[src/rtl/wdmx_pkg.sv]
package wdmx_pkg;

  localparam int NUM_SLOTS = 4;

  typedef enum logic [1:0] {
    SLOT_A = 2'd0,
    SLOT_B = 2'd1,
    SLOT_C = 2'd2,
    SLOT_D = 2'd3
  } slot_t;

  // rotation step: A->B->C->D->A
  function automatic slot_t slot_after(slot_t s);
    logic [1:0] raw;
    raw = s;
    raw = raw + 2'd1;
    return slot_t'(raw);
  endfunction

  // strobe phase counter: counts word periods since the last group, stops at 3
  function automatic logic [1:0] phase_after(logic [1:0] p);
    return (p == 2'd3) ? p : p + 2'd1;
  endfunction

  // strobe level for a phase other than the publishing one (phase 0)
  function automatic logic strobe_level(logic half, logic [1:0] p);
    return half ? (p == 2'd2) : (p == 2'd1);
  endfunction

endpackage

[src/rtl/wdmx_rotor.sv]
module wdmx_rotor
  import wdmx_pkg::*;
(
  input  logic  clk,
  input  logic  arst_n,
  input  logic  resync,
  output slot_t sel_q,
  output logic  take_word,
  output logic  group_done
);

  logic drop_q;

  // a word is accepted unless a realignment is seen or the post-reset drop is pending
  assign take_word  = !resync && !drop_q;
  assign group_done = take_word && (sel_q == SLOT_D);

  always_ff @(posedge clk or negedge arst_n) begin
    if (!arst_n) begin
      sel_q  <= SLOT_A;
      drop_q <= 1'b1;
    end else if (resync) begin
      sel_q  <= SLOT_A;
      drop_q <= 1'b0;
    end else begin
      sel_q  <= slot_after(sel_q);
      drop_q <= 1'b0;
    end
  end

  assert_resync_to_a_R4: assert property (@(posedge clk) disable iff (!arst_n)
    resync |=> (sel_q == SLOT_A));

  assert_wrap_after_d_R1: assert property (@(posedge clk) disable iff (!arst_n)
    (sel_q == SLOT_D && !resync) |=> (sel_q == SLOT_A));

  assert_drop_only_first_R6: assert property (@(posedge clk) disable iff (!arst_n)
    (!resync && $past(!resync)) |-> (take_word || $past(take_word) || $past(drop_q)));

endmodule

[src/rtl/wdmx_bank.sv]
module wdmx_bank
  import wdmx_pkg::*;
#(
  parameter int WIDTH = 10
) (
  input  logic                                clk,
  input  logic                                arst_n,
  input  slot_t                               sel,
  input  logic                                take_word,
  input  logic                                group_done,
  input  logic [WIDTH-1:0]                    din,
  output logic [NUM_SLOTS-1:0][WIDTH-1:0]     ports_q
);

  localparam int HELD = NUM_SLOTS - 1;

  logic [HELD-1:0][WIDTH-1:0] slot_q;

  // slots A..C are held internally; slot D goes straight to the ports
  for (genvar g = 0; g < HELD; g++) begin : g_slot
    always_ff @(posedge clk or negedge arst_n) begin
      if (!arst_n)
        slot_q[g] <= '0;
      else if (take_word && (sel == slot_t'(g)))
        slot_q[g] <= din;
    end
  end

  always_ff @(posedge clk or negedge arst_n) begin
    if (!arst_n) begin
      ports_q <= '0;
    end else if (group_done) begin
      for (int i = 0; i < HELD; i++)
        ports_q[i] <= slot_q[i];
      ports_q[NUM_SLOTS-1] <= din;
    end
  end

  assert_hold_between_groups_R2: assert property (@(posedge clk) disable iff (!arst_n)
    !group_done |=> $stable(ports_q));

  assert_d_takes_live_word_R3: assert property (@(posedge clk) disable iff (!arst_n)
    group_done |=> (ports_q[NUM_SLOTS-1] == $past(din)));

endmodule

[src/rtl/wdmx_strobe.sv]
module wdmx_strobe
  import wdmx_pkg::*;
(
  input  logic clk,
  input  logic arst_n,
  input  logic half_rate,
  input  logic group_done,
  output logic drdy_q
);

  logic [1:0] phase_q;
  logic       live_q;
  logic [1:0] phase_nx;

  assign phase_nx = phase_after(phase_q);

  always_ff @(posedge clk or negedge arst_n) begin
    if (!arst_n) begin
      phase_q <= 2'd3;
      live_q  <= 1'b0;
      drdy_q  <= 1'b0;
    end else if (group_done) begin
      phase_q <= 2'd0;
      live_q  <= 1'b1;
      drdy_q  <= 1'b1;
    end else begin
      phase_q <= phase_nx;
      drdy_q  <= live_q && strobe_level(half_rate, phase_nx);
    end
  end

  assert_strobe_on_group_R8: assert property (@(posedge clk) disable iff (!arst_n)
    group_done |=> drdy_q);

  assert_strobe_quiet_gap_R9: assert property (@(posedge clk) disable iff (!arst_n)
    (!group_done && phase_q == 2'd3) |=> !drdy_q);

endmodule

[src/rtl/quad_word_demux.sv]
module quad_word_demux
  import wdmx_pkg::*;
#(
  parameter int WIDTH = 10
) (
  input  logic             clk,
  input  logic             arst_n,
  input  logic             resync,
  input  logic             half_rate,
  input  logic [WIDTH-1:0] din,
  output logic [WIDTH-1:0] port_a,
  output logic [WIDTH-1:0] port_b,
  output logic [WIDTH-1:0] port_c,
  output logic [WIDTH-1:0] port_d,
  output logic             drdy
);

  slot_t                            sel;
  logic                             take_word;
  logic                             group_done;
  logic [NUM_SLOTS-1:0][WIDTH-1:0]  ports;

  wdmx_rotor u_rotor (
    .clk        (clk),
    .arst_n     (arst_n),
    .resync     (resync),
    .sel_q      (sel),
    .take_word  (take_word),
    .group_done (group_done)
  );

  wdmx_bank #(.WIDTH(WIDTH)) u_bank (
    .clk        (clk),
    .arst_n     (arst_n),
    .sel        (sel),
    .take_word  (take_word),
    .group_done (group_done),
    .din        (din),
    .ports_q    (ports)
  );

  wdmx_strobe u_strobe (
    .clk        (clk),
    .arst_n     (arst_n),
    .half_rate  (half_rate),
    .group_done (group_done),
    .drdy_q     (drdy)
  );

  assign port_a = ports[SLOT_A];
  assign port_b = ports[SLOT_B];
  assign port_c = ports[SLOT_C];
  assign port_d = ports[SLOT_D];

  assert_no_publish_on_resync_R5: assert property (@(posedge clk) disable iff (!arst_n)
    resync |=> $stable({port_a, port_b, port_c, port_d}));

endmodule

[config.mk]
export PLATFORM = sky130hd
export DESIGN_NAME = quad_word_demux
export DESIGN_NICKNAME = d
export VERILOG_FILES = /design/src/rtl/wdmx_pkg.sv /design/src/rtl/wdmx_rotor.sv /design/src/rtl/wdmx_bank.sv /design/src/rtl/wdmx_strobe.sv /design/src/rtl/quad_word_demux.sv
export SDC_FILE = /design/constraint.sdc
export NUM_CORES = 1
export LEC_CHECK = 0
export BUFFER_PORTS_ARGS = -buffer_cell sky130_fd_sc_hd__buf_2
export CORE_MARGIN = 4
export CORE_UTILIZATION = 54
export DETAILED_ROUTE_END_ITERATION = 12
export PLACE_DENSITY_LB_ADDON = 0.1
export SLEW_MARGIN = 40
export SYNTH_ARGS = -nofsm -noshare
export SYNTH_HDL_FRONTEND = slang
export SYNTH_SLANG_ARGS = --single-unit
[constraint.sdc]
create_clock -name clk -period 2.1 [get_ports clk]
set_input_delay 0.105 -clock clk [delete_from_list [all_inputs] [get_ports clk]]
set_output_delay 0.105 -clock clk [all_outputs]
set_load 0.02 [all_outputs]
==> run summary, run 1 <==
CTS built an H-tree with a depth of 3. For this run, the top clock speed supported by timing is 621.3 MHz. Summing the areas of all xor and xnor instances in the mapped netlist gives 0.2988% of the synthesized area.

In the routed layout, each cell is associated on average with a via count of 5.050. The floorplan step set the die width to 81.68 um. Cells with a size suffix above 1 make up 62.35% of the layout.

The number of search-and-repair iterations in the first detailed-routing pass was 3; the share of cell area taken by muxes after synthesis was 26.89%. The logs give 944.7 um2 for the multi-input gate area in the final layout and 1601 for the routed via count. Synthesis inferred 77 register bits. Setup repair after global routing left no endpoint under its margin. For this run, design rule violations remaining after detail routing come to 0. Setup slack on the worst reg-to-reg path comes out at 490 ps.

The first-pass GRT wire length came out at 8238 um. The floorplan has 26 rows. The first routing iteration left 42 violations. The tree built by TritonCTS fans out to 77 sinks. Buffers inserted during clock tree synthesis total 9. The final-layout setup total negative slack is 0 ps, and the power density over the cells is 1235 nW/um2. For the maximum clock path buffer count, the log shows 2. The worst hold path was traced through 2 stages.

The critical path data required time was 2320 ps; the vertical extent of the die was 81.68 um. The average instance in the mapped netlist occupies 16.85 um2. Summed over all layers, the routed wires come to 4907 um. The tools report the hold violation total from the final report as 0. By startpoint and endpoint, the worst setup path is classified as flip-flop to flip-flop.

The final critical delay including setup and external delays works out to 1610 ps. The area growth from synthesis to layout works out to 21.21%. Buffers placed on the I/O ports in this run total 54. The logs give 174 for the count of mapped cells out of synthesis and 0 for the yosys synthesis warning count. The sequential fraction of the synthesis area was 65.86%. The logs give 260 for the number of nets in the layout and 0 for the remaining global-route overflow. The worst reg2reg path depth came out at 5.

For the starting utilization of the core area, the log shows 56.68%. Fill cells in the final layout number 365. The synthesized-area fraction occupied by adder cells is 1.707%.

Element type at the critical path end: a flip-flop. The worst setup path is launched from a flip-flop. The max-capacitance violation count is 0, and the via count of the first global-routing pass is 1684.

Antenna diode count: 0. Registers take 1931 um2. Post-cts repair resize count: 0. The min-delay analysis places its worst path in the category input port to flip-flop.

The tools report the launch point of the worst reg-to-reg path as u_rotor.sel_q[0]. Area of the placeable core: 5172 um2. 55 I/O pins were placed. The standard cell with the maximum stage delay on the critical path is sky130_fd_sc_hd__dfrtp_1. The run gives 0 as the initial antenna violation count. The endpoint identified for the worst register-to-register timing path is u_bank.slot_q[8]. The length of routed wiring on met1 came out at 2118 um.

Synthesis produced a netlist with a net count of 192. The number of placed instances, taps included, is 300. Average detailed-routed wire length per instance: 15.48 um. The simple-gate area share of the yosys netlist came out at 2.219%. The combined buffer and inverter count along the critical path is 2.

The worst hold path begins at din[2]. The logs give 0 for the number of pins with negative max-slew slack in the final report and 2932 um2 for the post-synth design cell area. The run finished with clean final reports. Critical path's top delay family: flip-flops. End of the worst hold path: u_bank.slot_q[22]. After synthesis, the largest family of logic cells by area is multiplexers.

Traced cell by cell, the critical path runs through inv_1, ha_1, nor3b_2, buf_4, mux2_2. The share of the cycle needed by the critical path after routing is 76.65%, and the overall track demand over capacity in global routing is 16.65%. The detail route stage leaves a number of antenna-violating nets equal to 0. Overall die area: 6672 um2.

The critical path runs through a total of 5 cells. The sum of met3 wire segment lengths after detailed routing was 252 um; the leakage component of the power was 1.766 nW. The share of the synthesized area in compound gates (AO/OA/AOI/OAI) was 0.4695%; the detailed placer's ending HPWL was 3568 um. TritonCTS built the clock tree. The largest vdd supply drop is 0.6096 mV. The final count of negative-setup-slack endpoints is 0, and the maximum fanout along the worst path is 4. After synthesis, the netlist uses 17 different library cells.

After the flow finishes, the layout carries non-filler instances totaling 317. Relative max-transition margin: 62.89%. In this run the clock root is driven by a sky130_fd_sc_hd__clkbuf_8. Routability-driven placement finished with a final weighted congestion of 0.7017. Entering global routing, the biggest net connects 46 pins. The routed wire length on met2 was 2455 um; the critical path arrival was 1830 ps. The stage delay of the slowest cell on the critical path is 420 ps, and the post-CTS clock slew at the launch and capture registers of the worst setup and hold paths is 70 ps.

The clock latency reported for the late side of the worst-skew pair is 340 ps. After detailed routing, no signal wire sits above met4. The final setup skew is 9.019 ps, and the pin slew with the least headroom to its limit is 556.6 ps.
[worst max-delay path by stage]
stage / start / slack [ps] / end
4_1_cts: u_rotor.sel_q[0] / 470 / u_bank.slot_q[6]
3_3_place_gp: u_rotor.sel_q[0] / 540 / u_bank.slot_q[9]
5_1_grt: u_rotor.sel_q[0] / 410 / u_bank.slot_q[8]
3_5_place_dp: u_rotor.sel_q[0] / 490 / u_bank.slot_q[8]
2_1_floorplan: u_rotor.sel_q[0] / 580 / u_bank.ports_q[30]
6_report: u_rotor.sel_q[0] / 490 / u_bank.slot_q[8]
[layout by cell type, fill, tap and decap left out]
| cell | n |
|---|---|
| sky130_fd_sc_hd__or2_2 | 1 |
| sky130_fd_sc_hd__dlygate4sd3_1 | 1 |
| sky130_fd_sc_hd__nor2_1 | 3 |
| sky130_fd_sc_hd__clkbuf_8 | 10 |
| sky130_fd_sc_hd__bufinv_16 | 2 |
| sky130_fd_sc_hd__a21oi_1 | 1 |
| sky130_fd_sc_hd__buf_12 | 1 |
| sky130_fd_sc_hd__dfstp_2 | 3 |
| sky130_fd_sc_hd__dfrtp_1 | 74 |
| sky130_fd_sc_hd__clkbuf_1 | 1 |
| sky130_fd_sc_hd__nor3b_4 | 1 |
| sky130_fd_sc_hd__xnor2_1 | 1 |
| sky130_fd_sc_hd__inv_1 | 3 |
| sky130_fd_sc_hd__mux2_2 | 67 |
| sky130_fd_sc_hd__clkinv_2 | 3 |
| sky130_fd_sc_hd__conb_1 | 1 |
| sky130_fd_sc_hd__a31o_2 | 1 |
| sky130_fd_sc_hd__buf_4 | 9 |
| sky130_fd_sc_hd__mux2_1 | 3 |
| sky130_fd_sc_hd__nor2b_1 | 1 |
| sky130_fd_sc_hd__ha_1 | 4 |
| sky130_fd_sc_hd__buf_2 | 53 |
| sky130_fd_sc_hd__nor3b_2 | 3 |
[cells in the mapped netlist]
cell type / number / share of area [%]
sky130_fd_sc_hd__a21oi_1: 1 / 0.17
sky130_fd_sc_hd__mux2_1: 3 / 1.2
sky130_fd_sc_hd__buf_6: 4 / 1.5
sky130_fd_sc_hd__a31o_2: 1 / 0.30
sky130_fd_sc_hd__or2_2: 1 / 0.21
sky130_fd_sc_hd__nor2_1: 3 / 0.38
sky130_fd_sc_hd__dfstp_2: 3 / 2.7
sky130_fd_sc_hd__buf_2: 3 / 0.51
sky130_fd_sc_hd__nor3b_4: 1 / 0.64
sky130_fd_sc_hd__inv_1: 3 / 0.38
sky130_fd_sc_hd__xnor2_1: 1 / 0.30
sky130_fd_sc_hd__nor3b_1: 3 / 0.77
sky130_fd_sc_hd__nor2b_1: 1 / 0.21
sky130_fd_sc_hd__conb_1: 1 / 0.13
sky130_fd_sc_hd__mux2_2: 67 / 26
sky130_fd_sc_hd__ha_1: 4 / 1.7
sky130_fd_sc_hd__dfrtp_1: 74 / 63
[cell type report]
class                           instances  share of cell area, %
Tap cell                               70                  2.465
Sequential cell                        77                  54.33
Clock inverter                          5                  2.113
Multi-Input combinational cell         87                  26.58
Clock buffer                           11                  3.979
Inverter                                3                 0.3169
Timing Repair Buffer                   64                  10.21
[power by group]
part           total (mW)  internal, mW  switching (mW)  leakage [nW]
Combinational        1.09         0.505           0.580         0.690
Clock                1.18         0.696           0.486         0.113
Sequential           2.12          1.91           0.208         0.963
Total                4.39          3.11            1.27          1.77
[timing repair]
item / 4_1_cts / 5_1_grt
setup endpoints to repair: 0 / 0
hold buffers: 1 / 0
hold endpoints to repair: 41 / 0
setup buffers: 0 / 0
[cells by family (layout without fill, tap and decap cells)]
group                    after synthesis  in the layout
flip-flops                            77             77
multiplexers                          70             70
buffers and inverters                 10             83
AND/OR/NAND/NOR                        9              9
adder cells (fa/ha/maj)                4              4
AO/OA/AOI/OAI                          2              2
other                                  1              1
XOR/XNOR                               1              1
[layer usage]
layer	up-vias	track usage (%)
met5	-	0
met4	0	7.475
met3	9	3.947
met2	38	26.55
met1	815	21.77
li1	739	-
[registers in the layout (all words and copies together), names as in the netlist]
register	cells
u_bank.ports_q	40
u_bank.slot_q	30
u_rotor.sel_q	2
u_strobe.phase_q	2
u_rotor.drop_q	1
u_strobe.drdy_q	1
u_strobe.live_q	1
[metrics by stage]
stage          utilization [%]  power (mW)  hold WS (ps)  area (um2)  setup slack, ps
2_1_floorplan                -       2.820        -190.6        2932            577.0
3_3_place_gp             64.32       3.198         128.1        3327            542.5
3_5_place_dp             64.32       3.256         141.2        3327            485.7
4_1_cts                  68.70       4.451         27.42        3553            471.4
5_1_grt                  68.70       4.628         44.43        3553            405.6
6_report                 68.70       4.388         43.38        3553            490.3
Power figures use the tool's default switching activity.
==> run 2, diff against run 1 <==
Clock period 2.1 ns to 1.5 ns, I/O delays scaled along.
==> run 2 against run 1 <==
  * The flow now finishes with violations (negative setup slack)
  * Die area did not move
  * Via count rose by 2.9%
  * Register-to-register slack got worse by 530 ps
  * Cell area rose by 5.5%
  * Power rose by 38%
  * Non-clock buffer count rose by 10
  * Critical path type unchanged
  * Clock power rose by 25%
  * Combinational power rose by 48%
  * Sequential cell count did not move
  * Core utilization rose by 3.8 points
  * Critical endpoint is now u_bank.ports_q[0]
  * Clock-buffer cell count fell by 2
==> run summary, run 2 (synthesis results as in run 1) <==
Setup repair after global routing could not meet its margin everywhere. Via count of the first global-routing pass: 1856 (was 1684). The power share of the sequential group was 49.1% (was 48.3%); the number of H-tree levels was 3 (unchanged). The number of vias per cell after detailed routing came out at 5.037 (was 5.050).

The checks that failed: negative setup slack. The run gives 55 (unchanged) as the number of top-level pins. Worst reg2reg path depth: 5 (unchanged). Critical-path cell list: ha_1, nor3b_4, buf_6, buf_8, mux2_2 (was inv_1, ha_1, nor3b_2, buf_4, mux2_2). The worst hold path cell count came out at 2 (unchanged). The area growth from synthesis to layout came out at 27.91% (was 21.21%). The run gives 6.071 mW (was 4.388 mW) as the total power. The post-CTS clock slew at the launch and capture registers of the worst setup and hold paths was 80 ps (was 70 ps); the final design utilization was 72.50% (was 68.70%).

The tools report the start point of the worst hold path as din[7] (was din[2]). The run gives 43 (was 46) as the maximum number of pins on one net before global-route repair. For the routed via count, the log shows 1647 (was 1601). For the final count of negative-setup-slack endpoints, the log shows 56 (was 0).

Setup slack of the critical path after layout: -37.08 ps (was 490.3 ps). The starting utilization of the core area was 56.68% (unchanged). The part of the power in combinational logic came out at 26.5% (was 24.7%).

The leading cell type in the layout, fill and taps excluded is sky130_fd_sc_hd__dfrtp_1 (unchanged). The clock share of power was 24.4% (was 26.9%). The number of pins with negative max-slew slack in the final report was 0 (unchanged); the clock latency reported for the late side of the worst-skew pair was 330 ps (was 340 ps).

The power density over the cells was 1619 nW/um2 (was 1235 nW/um2); the final-layout setup total negative slack was -1092 ps (was 0 ps). The number of nets in the layout was 270 (was 260). Average detailed-routed wire length per instance: 16.63 um (was 15.48 um). Largest registers: u_bank.ports_q (40), u_bank.slot_q (30) (unchanged). The register-to-register path setup slack was -40 ps (was 490 ps). The run gives 26 (unchanged) as the number of placement rows.

The share of the cycle needed by the critical path after routing was 102.5% (was 76.65%). Clock root buffer master: sky130_fd_sc_hd__clkbuf_8 (unchanged). The overall track demand over capacity in global routing is 18.15% (was 16.65%). The first-pass GRT wire length is 9025 um (was 8238 um). The number of clock sinks was 77 (unchanged); the detailed placer's ending HPWL was 3729 um (was 3568 um). The tools report the maximum clock path buffer count as 2 (unchanged). The run gives 1.025 mV (was 0.6096 mV) as the largest vdd supply drop.

The cell area after layout was 3750 um2 (was 3553 um2); the vertical extent of the die was 81.68 um (unchanged). The critical path data required time was 1720 ps (was 2320 ps); the final setup skew was 12.19 ps (was 9.019 ps). For the DRC violation total after the first TritonRoute iteration, the log shows 55 (was 42). End of the worst hold path: u_bank.slot_q[7] (was u_bank.slot_q[22]). The final critical delay including setup and external delays is 1537 ps (was 1610 ps).

The switching power as a share of total power is 30.66% (was 29.04%). The overall die area is 6672 um2 (unchanged). Commonest cells after routing, fill and taps aside: sky130_fd_sc_hd__dfrtp_1 (74), sky130_fd_sc_hd__mux2_2 (57), sky130_fd_sc_hd__buf_2 (53), sky130_fd_sc_hd__mux2_4 (10) (was sky130_fd_sc_hd__dfrtp_1 (74), sky130_fd_sc_hd__mux2_2 (67), sky130_fd_sc_hd__buf_2 (53), sky130_fd_sc_hd__clkbuf_8 (10), sky130_fd_sc_hd__buf_4 (9)).

The final RePlAce weighted congestion was 0.7010 (was 0.7017); the sum of routed wire length over all layers was 5438 um (was 4907 um). The run finished, with violations left. The total net switching power is 1.861 mW (was 1.274 mW), and the achievable frequency is 650.6 MHz (was 621.3 MHz). The logs give 0 (unchanged) for the post-route DRC violation count and 5172 um2 (unchanged) for the area of the placeable core.

The reg-to-reg critical path endpoint is u_bank.ports_q[0] (was u_bank.slot_q[8]). The initial antenna violation count came out at 0 (unchanged). Most flop-heavy register: u_bank.ports_q (unchanged). The run gives 1.869 nW (was 1.766 nW) as the leakage component of the power.

Count of antenna-violating nets left after detailed routing: 0 (unchanged). The number of input and output port buffers inserted works out to 54 (unchanged). The class of the tightest hold or removal check is input port to flip-flop (unchanged). The maximum fanout along the worst path was 12 (was 4); the worst slack on hold paths was 24.46 ps (was 43.38 ps). For the remaining global-route overflow, the log shows 0 (unchanged). Element type at the critical path end: a flip-flop (unchanged). The critical path arrival was 1750 ps (was 1830 ps); the stage delay of the slowest cell on the critical path was 390 ps (was 420 ps). The launch point of the worst reg-to-reg path was u_rotor.sel_q[1] (was u_rotor.sel_q[0]). The total CTS buffers came out at 9 (unchanged).

The beginning of the critical path was u_rotor.sel_q[1] (was u_rotor.sel_q[0]). TritonCTS built the clock tree. Kind of critical path: flip-flop to flip-flop (unchanged). Standard cell with the maximum stage delay on the critical path: sky130_fd_sc_hd__dfrtp_1 (unchanged). The fraction of layout cells with a size suffix above 1 works out to 65.37% (was 62.35%). The max-capacitance violation count was 0 (unchanged). The antenna diode count is 0 (unchanged), and the hold violation total from the final report is 0 (unchanged). The flip-flop count of the largest register, all copies and words added was 40 (unchanged). Width of the die: 81.68 um (unchanged). The placement-stage cell area came out at 3364 um2 (was 3327 um2). The startpoint kind of the worst setup timing path is a flip-flop (unchanged). The tools report the number of search-and-repair iterations in the first detailed-routing pass as 4 (was 3). The internal portion of total power is 4.209 mW (was 3.114 mW).
[run 2: what timing repair did]
action	in CTS	in global routing
hold buffers	1	0
buffers inserted	1	2
cloned	0	2
pin swaps	0	1
resized for setup	19	16
setup endpoints to repair	55	70
endpoints found under the hold margin	32	0
[run 2: worst max path at each step]
stage,end,cells after the start,slack [ps]
2_1_floorplan,u_bank.ports_q[30],4,-20
3_5_place_dp,u_bank.slot_q[20],5,-70
3_3_place_gp,u_bank.slot_q[20],5,-4
4_1_cts,u_bank.slot_q[20],5,-30
5_1_grt,u_bank.slot_q[18],5,-110
6_report,u_bank.ports_q[0],5,-40
[run 2: layer usage]
| metal | track usage [%] | share of wire, % | vias to the layer above |
|---|---|---|---|
| li1 | - | - | 760 |
| met1 | 22.64 | 44 | 842 |
| met2 | 30.86 | 50 | 39 |
| met3 | 4.057 | 4.8 | 6 |
| met4 | 7.143 | 1.0 | 0 |
| met5 | 0 | 0 | - |
[run 2: power by group through the flow]
stage | Sequential, mW | Combinational, mW | Clock [mW]
4_1_cts | 2.98 | 1.61 | 1.52
2_1_floorplan | 3.39 | 0.558 | 0
5_1_grt | 3.07 | 1.74 | 1.62
3_5_place_dp | 3.02 | 1.55 | 0
3_3_place_gp | 2.97 | 1.50 | 0
6_report | 2.98 | 1.61 | 1.48
[run 2: through the flow]
stage,instances,worst slack [ps]
2_1_floorplan,174,-23.03
3_3_place_gp,305,-4.363
3_5_place_dp,305,-70.86
4_1_cts,323,-34.54
5_1_grt,327,-109.8
6_report,327,-37.08
[run 2: worst max-delay path, delay by kind of cell (launching register included)]
| kind | cells | cell delay, ps |
|---|---|---|
| fa+ha+maj | 1 | 160 |
| buf+inv | 2 | 350 |
| flops | 1 | 390 |
| mux | 1 | 340 |
| simple gates | 1 | 180 |
[run 2: layout make-up]
class | instances | area (um2)
clock buffers | 9 | 123.9
clock inverters | 7 | 66.31
fillers | 322 | 1423
inverters | 3 | 11.26
multi-input cells | 87 | 1013
flip-flops and latches | 77 | 1931
well taps | 70 | 87.58
repair buffers | 74 | 516.7
